`config.mk`:
```
export PLATFORM = sky130hd
export DESIGN_NAME = scan_seq_top
export DESIGN_NICKNAME = d
export VERILOG_FILES = /design/src/rtl/scan_seq_pkg.sv /design/src/rtl/scan_cell.sv /design/src/rtl/scan_chain.sv /design/src/rtl/scan_ctrl.sv /design/src/rtl/scan_seq_top.sv
export SDC_FILE = /design/constraint.sdc
export NUM_CORES = 1
export LEC_CHECK = 0
export BUFFER_PORTS_ARGS = -buffer_cell sky130_fd_sc_hd__buf_4
export CAP_MARGIN = 20
export CORE_MARGIN = 3
export CORE_UTILIZATION = 55
export DETAILED_ROUTE_END_ITERATION = 8
export PLACE_DENSITY = 0.86
export SLEW_MARGIN = 10
export SYNTH_ARGS = -nofsm -noshare
export SYNTH_HDL_FRONTEND = slang
export SYNTH_HIERARCHICAL = 1
export SYNTH_SLANG_ARGS = --single-unit
```
`constraint.sdc`:
```
create_clock -name clk_i -period 3.2 [get_ports clk_i]
set_input_delay 0.16 -clock clk_i [delete_from_list [all_inputs] [get_ports clk_i]]
set_output_delay 0.16 -clock clk_i [all_outputs]
set_load 0.005 [all_outputs]
```
`src/rtl/scan_seq_pkg.sv`:
```
package scan_seq_pkg;
  typedef enum logic [2:0] {
    ST_IDLE    = 3'd0,
    ST_SHIFT   = 3'd1,
    ST_CAPTURE = 3'd2,
    ST_UNLOAD  = 3'd3,
    ST_DONE    = 3'd4
  } seq_state_e;
endpackage

```
`src/rtl/scan_cell.sv`:
```
module scan_cell (
  input  logic clk_i,
  input  logic rst_ni,
  input  logic se_i,
  input  logic d_i,
  input  logic si_i,
  output logic q_o
);
  logic d_sel;
  assign d_sel = se_i ? si_i : d_i;

  always_ff @(posedge clk_i or negedge rst_ni) begin
    if (!rst_ni) q_o <= 1'b0;
    else         q_o <= d_sel;
  end
endmodule

```
`src/rtl/scan_chain.sv`:
```
module scan_chain #(
  parameter int unsigned N_CELLS = 8
) (
  input  logic               clk_i,
  input  logic               rst_ni,
  input  logic               se_i,
  input  logic               si_i,
  input  logic [N_CELLS-1:0] d_i,
  output logic [N_CELLS-1:0] q_o,
  output logic               so_o
);
  logic [N_CELLS:0] link;
  assign link[0] = si_i;

  for (genvar g = 0; g < N_CELLS; g++) begin : g_cell
    scan_cell u_cell (
      .clk_i (clk_i),
      .rst_ni(rst_ni),
      .se_i  (se_i),
      .d_i   (d_i[g]),
      .si_i  (link[g]),
      .q_o   (q_o[g])
    );
    assign link[g+1] = q_o[g];
  end

  assign so_o = link[N_CELLS];
endmodule

```
`src/rtl/scan_ctrl.sv`:
```
module scan_ctrl
  import scan_seq_pkg::*;
#(
  parameter int unsigned N_CELLS = 8,
  parameter int unsigned PCNT_W  = 4
) (
  input  logic              clk_i,
  input  logic              rst_ni,
  input  logic              start_i,
  input  logic [PCNT_W-1:0] pat_count_i,
  input  logic              cap_len_i,
  output logic              scan_en_o,
  output logic              done_o
);
  localparam int unsigned CNT_W = (N_CELLS > 1) ? $clog2(N_CELLS) : 1;
  localparam logic [CNT_W-1:0] LAST_STEP = CNT_W'(N_CELLS - 1);

  seq_state_e        state_q;
  logic [CNT_W-1:0]  step_q;
  logic [PCNT_W-1:0] left_q;
  logic              cap_two_q;
  logic              cap_cnt_q;

  always_ff @(posedge clk_i or negedge rst_ni) begin
    if (!rst_ni) begin
      state_q   <= ST_IDLE;
      step_q    <= '0;
      left_q    <= '0;
      cap_two_q <= 1'b0;
      cap_cnt_q <= 1'b0;
    end else begin
      unique case (state_q)
        ST_IDLE, ST_DONE: begin
          if (start_i) begin
            cap_two_q <= cap_len_i;
            left_q    <= pat_count_i;
            step_q    <= '0;
            state_q   <= (pat_count_i == '0) ? ST_DONE : ST_SHIFT;
          end
        end
        ST_SHIFT: begin
          if (step_q == LAST_STEP) begin
            cap_cnt_q <= 1'b0;
            state_q   <= ST_CAPTURE;
          end else begin
            step_q <= step_q + 1'b1;
          end
        end
        ST_CAPTURE: begin
          if (!cap_two_q || cap_cnt_q) begin
            left_q  <= left_q - 1'b1;
            step_q  <= '0;
            state_q <= (left_q == PCNT_W'(1)) ? ST_UNLOAD : ST_SHIFT;
          end else begin
            cap_cnt_q <= 1'b1;
          end
        end
        ST_UNLOAD: begin
          if (step_q == LAST_STEP) state_q <= ST_DONE;
          else                     step_q  <= step_q + 1'b1;
        end
        default: state_q <= ST_IDLE;
      endcase
    end
  end

  assign scan_en_o = (state_q == ST_SHIFT) || (state_q == ST_UNLOAD);
  assign done_o    = (state_q == ST_DONE);
endmodule

```
`src/rtl/scan_seq_top.sv`:
```
module scan_seq_top #(
  parameter int unsigned N_CELLS = 8,
  parameter int unsigned PCNT_W  = 4
) (
  input  logic               clk_i,
  input  logic               rst_ni,
  input  logic               start_i,
  input  logic [PCNT_W-1:0]  pat_count_i,
  input  logic               cap_len_i,
  input  logic               scan_in_i,
  output logic               scan_out_o,
  input  logic [N_CELLS-1:0] func_d_i,
  output logic [N_CELLS-1:0] func_q_o,
  output logic               scan_en_o,
  output logic               done_o
);
  logic se;

  scan_ctrl #(.N_CELLS(N_CELLS), .PCNT_W(PCNT_W)) u_ctrl (
    .clk_i      (clk_i),
    .rst_ni     (rst_ni),
    .start_i    (start_i),
    .pat_count_i(pat_count_i),
    .cap_len_i  (cap_len_i),
    .scan_en_o  (se),
    .done_o     (done_o)
  );

  scan_chain #(.N_CELLS(N_CELLS)) u_chain (
    .clk_i (clk_i),
    .rst_ni(rst_ni),
    .se_i  (se),
    .si_i  (scan_in_i),
    .d_i   (func_d_i),
    .q_o   (func_q_o),
    .so_o  (scan_out_o)
  );

  assign scan_en_o = se;
endmodule

```
After elaboration in Yosys (flattened, before gate mapping) --
Index checks and enable logic that the tools add are counted.
Word-level totals: output and inout bits 11, bits of input ports 17, word-level logic and storage cells 67, bits in registers 20
Cells by class: eq/ne operators 12, reductions and logical operators 15, mux-type cells 25, $add $sub $neg 2
Operators with widths (number):
- 3-bit 2-to-1 mux | 8
- 3-bit case mux with 4 select lines | 1
- 1-bit 2-to-1 mux | 10
- 3-bit case mux with 3 select lines | 1
- 4-bit 2-to-1 mux | 2
- 4-bit case mux with 2 select lines | 1
- 4-bit AND reduction | 2
- 3-bit by 2-bit equality test with 1-bit output, second input constant | 2
- 3-bit equality test, second input constant | 2
- 2-bit by 1-bit inequality test with 1-bit output, second input constant | 3
- 2-bit inequality test, second input constant | 3
- 3-bit AND reduction | 2
- 4-bit by 1-bit equality test with 1-bit output, second input constant | 1
- 4-bit logical NOT | 1
- 2-bit nonzero test | 2
- 2-bit OR reduction | 2
- 4-bit by 1-bit subtractor with 4-bit output, second input constant | 1
- 3-bit by 1-bit adder with 3-bit output, second input constant | 1
- 3-bit by 1-bit equality test with 1-bit output, second input constant | 1
- 3-bit logical NOT | 1
- 3-bit nonzero test | 1
- 1-bit logical OR | 2
- 2-bit 2-to-1 mux | 1
- 1-bit case mux with 2 select lines | 1
- 2 further kinds | 2

Depth between registers and ports, before layout --
depth after elaboration 4, mapped depth 5, mapped depth without buffers 5

Modules after synthesis --
The synthesis kept the hierarchy.
By module, submodules not included:
- scan_ctrl | instances 1, area an instance 737.0 µm², cells each 73
- scan_cell | instances 8, area an instance 40.0 µm², cells each 2
- scan_chain | instances 1, area an instance 7.5 µm², cells each 1

Least setup slack after synthesis --
OpenSTA, ideal clock, no wires.
kind register -> register, start register u_ctrl.state_q[2], end register u_ctrl.step_q[0], data arrival time 1.350 ns, library setup time 0.130 ns, cell stages (with the launch flop) 5, buffers on the path 0, slack 1.720 ns, cell sequence dfrtp_1 -> and2b_1 -> nand2b_1 -> o211ai_1 -> o21ai_0
On the way: cells in the longest elaborated chain, start to end 4, elaborated cells between the ends (all ways) 13
Ends and longest elaborated chain:
- from (decl) | line scan_ctrl.sv:18 | seq_state_e state_q;
- from (signal assigned) | line scan_ctrl.sv:38 | state_q <= (pat_count_i == '0) ? ST_DONE : ST_SHIFT;
- from (signal assigned) | line scan_ctrl.sv:53 | state_q <= (left_q == PCNT_W'(1)) ? ST_UNLOAD : ST_SHIFT;
- 3-bit by 2-bit equality test with 1-bit output, or another cell as far along | line scan_ctrl.sv:32 | unique case (state_q)
- 2-bit OR reduction, on equally long branches
- 2-bit inequality test (no line) / 3-bit nonzero test (equally long branches)
- 4-bit AND reduction (no line)
- to (signal assigned) | line scan_ctrl.sv:46 | step_q <= step_q + 1'b1;
- to (signal assigned) | line scan_ctrl.sv:60 | else step_q <= step_q + 1'b1;
- to (decl) | line scan_ctrl.sv:19 | logic [CNT_W-1:0] step_q;
Parallel ways exist; a longest one is shown, timed or not. A chain may end at the register's enable or synchronous reset.

Final worst setup path --
start register u_ctrl.state_q[0], end output port scan_en_o
On the way: cells in the longest elaborated chain, start to end 2, elaborated cells between the ends (all ways) 3
Ends and longest elaborated chain:
- 3-bit by 1-bit equality test with 1-bit output / 3-bit by 2-bit equality test with 1-bit output (equally long branches) | line scan_ctrl.sv:67 | assign scan_en_o = (state_q == ST_SHIFT) || (state_q == ST_UNLOAD);
- 1-bit logical OR * | line scan_ctrl.sv:67
- to (decl) | line scan_seq_top.sv:14 | output logic scan_en_o,
Every way passes the cells marked *; elsewhere a longest branch is shown, timed or not.

==> results.md <==
- Status: finished, final reports clean
- Avg Vias per Cell: 5.472
- Vias: 788
- Area grow syn2layout: 24.09%
- Layout cells sized above 1: about two fifths
- # rows: 15
- Main combinational cell family by area after synthesis: multiplexers
- Chip Width: about 50 um
- FF-to-FF path depth: 4
- Remaining DRCs: 0
- Syn Area/Cell: 11.83 um2
- Syn Nets: around 110
- Final-report setup violation count: 0
- Hold Crit Depth: 2
- Post-synth ARST share: 100.0%
- GRT Total Usage: between 15 and 20%
- Multiplexer share of the synthesized area: 15.98%
- Core area: 1783 um2
- Ports: 28
- Die ar.: 2500 um2
- Simple-gate share of the synthesized area: 15.16%
- Worst Min Path Start: func_d_i[6]
- Design area: 1321 um2
- Main synth FF type: dfrtp_1
- Pin count of the biggest net entering global routing: 21
- Post-Route WL: 2.077 mm
- Adder-Cell Fraction of Synth Area: between 4 and 5%
- Slew HR: 63.42%
- Worst-Skew Late Latency: 0.29 ns
- ANT cells: 0
- Fin. Hold Viols: 0
- Clk sinks: 20
- Hold EP: u_chain/g_cell[6].u_cell/q_o
- Setup TNS: 0 ns
- XOR/XNOR share of the synthesized area: 0%
- Crit-path max FO: 15
- Synth Cell Area: 1065 um2
- R2R Setup Slk: 1.35 ns
- Critical path data required time: 3.04 ns
- Top-count cell post-synth: dfrtp_1
- Slew of the pin with the lowest slew margin: about 0.55 ns
- Worst setup EP type: output pin
- Initial core utilization: between 50% and 60%
- Clock buffer count from CTS: 3
- Crit path kind: register to output pin
- Fin. max-slew vios: 0
- Wire per inst: 14.42 um
- Setup crit start kind: register
- Worst-path clk slew: 0.11 ns
- Filler cell count in the final layout: 132
- Area share of the largest cell type after synthesis: 47.00%
- CTS tree: done
- DP Area: 1275 um2
- Vias in the first global route: 829
- Fmax: between 0.5 and 0.6 GHz
- Worst EP arrival: 1.71 ns
- First-pass GRT wire length: ~3.5 mm
- HPWL Detailed: around 1.5 mm
- Initial antenna violation count: 0
- PD cells: between 800 and 900 nW/um2
- Yosys reg bits: 20
- Unrepaired setup endpoints after global routing: no
- Placer Congestion: 0.7933
- Total grt overflow: 0
- Leading area contributor after synthesis: dfrtp_1
- IO Port Bufs: 27
- Die H: 50 um
- Clock root cell: clkbuf_4
- Post-synth EDFFs: 0
- Fin crit share: about 59%
- Compound-Gate Fraction of Synth Area: between 10% and 20%
- H-tree levels: 1
- Post-CTS setup buffers: 0
- R2R Path Start: u_ctrl/state_q[0]
- Hold Crit Class: primary input to register
- Sequential area share after synthesis: 47.00%
- Yosys cell types: 36
- Gate Count Post-Synth: 90
- Peak supply drop: a little under 0.0006 V
- Area contributors post-synth: dfrtp_1, mux2_4, ha_1
- Skew final: between 0.003 and 0.004 ns
- DRT iter0 DRCs: 17
- Leakage: between 0.6 and 0.7 nW
- Final min period: 1.872 ns
- Max-cap violations: 0
- First-pass iteration count of the detailed router: 4
- Yosys warnings: 6
- DRT antenna net count: 0
- Nets: 141
- Max Root-Sink Buffers: 2
- Endpoint of the worst register-to-register path: u_ctrl/step_q[0]
- Post-synth top cells: dfrtp_1, mux2_4, inv_1, nor2_1
- CP startpoint: u_ctrl/state_q[0]
worst max-delay path, cell delays in order (launching register included):
cell and delay [ns]:
dfrtp_1 0.66, and2b_1 0.55, buf_4 0.21
timing repair:
item                      4_1_cts  5_1_grt
hold buffers                    1        0
gates resized for setup         0        0
hold endpoints to repair       20        0
routing by layer:
layer	wire length, um	vias up	GRT usage, %
met5	0	-	0
met4	28	0	8.295
met3	70	4	3.323
met2	1095	16	29.78
met1	882	385	22.59
li1	-	383	-
final cells by class:
cell class	count	area (um2)	area share (%)
Tap cell	25	31.28	2.367
Inverter	5	18.77	1.420
Multi-Input combinational cell	62	521.8	39.49
Timing Repair Buffer	28	212.7	16.10
Clock buffer	4	36.28	2.746
Sequential cell	20	500.5	37.88
flip-flops by register name, indices dropped and copies added (netlist names):
signal / count
u_chain/g_cell.u_cell/q_o: 8
u_ctrl/cap_two_q: 1
u_ctrl/left_q: 4
u_ctrl/step_q: 3
u_ctrl/state_q: 3
u_ctrl/cap_cnt_q: 1
logic make-up after synthesis:
| logic type | after synthesis |
|---|---|
| adder cells (fa/ha/maj) | 4 |
| AND/OR/NAND/NOR | 26 |
| multiplexers | 12 |
| AO/OA/AOI/OAI | 20 |
| buffers and inverters | 8 |
| flip-flops | 20 |
metrics by stage:
stage          utilization [%]  hold WS, ns  power [mW]  setup slack (ns)  std cells
3_5_place_dp             71.51      0.04594      0.9923             1.368        139
2_1_floorplan                -      -0.1356      0.8202             1.720         90
5_1_grt                  74.11      0.08345       1.209             1.142        144
6_report                 74.11      0.08874       1.133             1.328        144
3_3_place_gp             71.51      0.05090      0.9610             1.470        139
4_1_cts                  74.11      0.08691       1.139             1.315        144
report_power, final:
group | switching [mW] | total, mW | internal [mW]
combinational | 0.212 | 0.520 | 0.308
clock | 0.0727 | 0.142 | 0.0693
sequential | 0.107 | 0.472 | 0.365
how the worst max path moves through the flow:
stage               depth (start not counted)  slack, ns               end
global placement                            4       1.47  u_ctrl/step_q[0]
finish                                      2       1.33         scan_en_o
global route                                4       1.14  u_ctrl/step_q[0]
detailed placement                          4       1.37  u_ctrl/step_q[0]
floorplan                                   4       1.72  u_ctrl/step_q[0]
CTS                                         2       1.32         scan_en_o
cells in the final DEF, fill, tap and decap left out:
master         instances
or2_0                  1
o21ai_1                1
or3_1                  1
nor2_1                 5
clkbuf_8               1
a21oi_1                4
nand2b_1               1
inv_1                  5
nor3b_2                1
a211oi_1               1
mux2_4                10
dlygate4sd3_1          1
o21ai_0                4
or2_2                  1
dfrtp_1               20
o211ai_1               1
o22ai_1                3
nor2_4                 1
and2b_2                1
and2b_1                1
nor2b_1                2
o311ai_0               1
o32ai_1                1
nor3b_1                2
nor4_1                 1
ha_1                   4
nand2_1                4
nor3_1                 2
a2bb2oi_1              1
clkbuf_4               3
o31ai_1                1
mux2i_1                2
nand2b_4               1
nand3_1                1
buf_4                 27
o22a_4                 1
o32a_1                 1
Power figures use the tool's default switching activity.
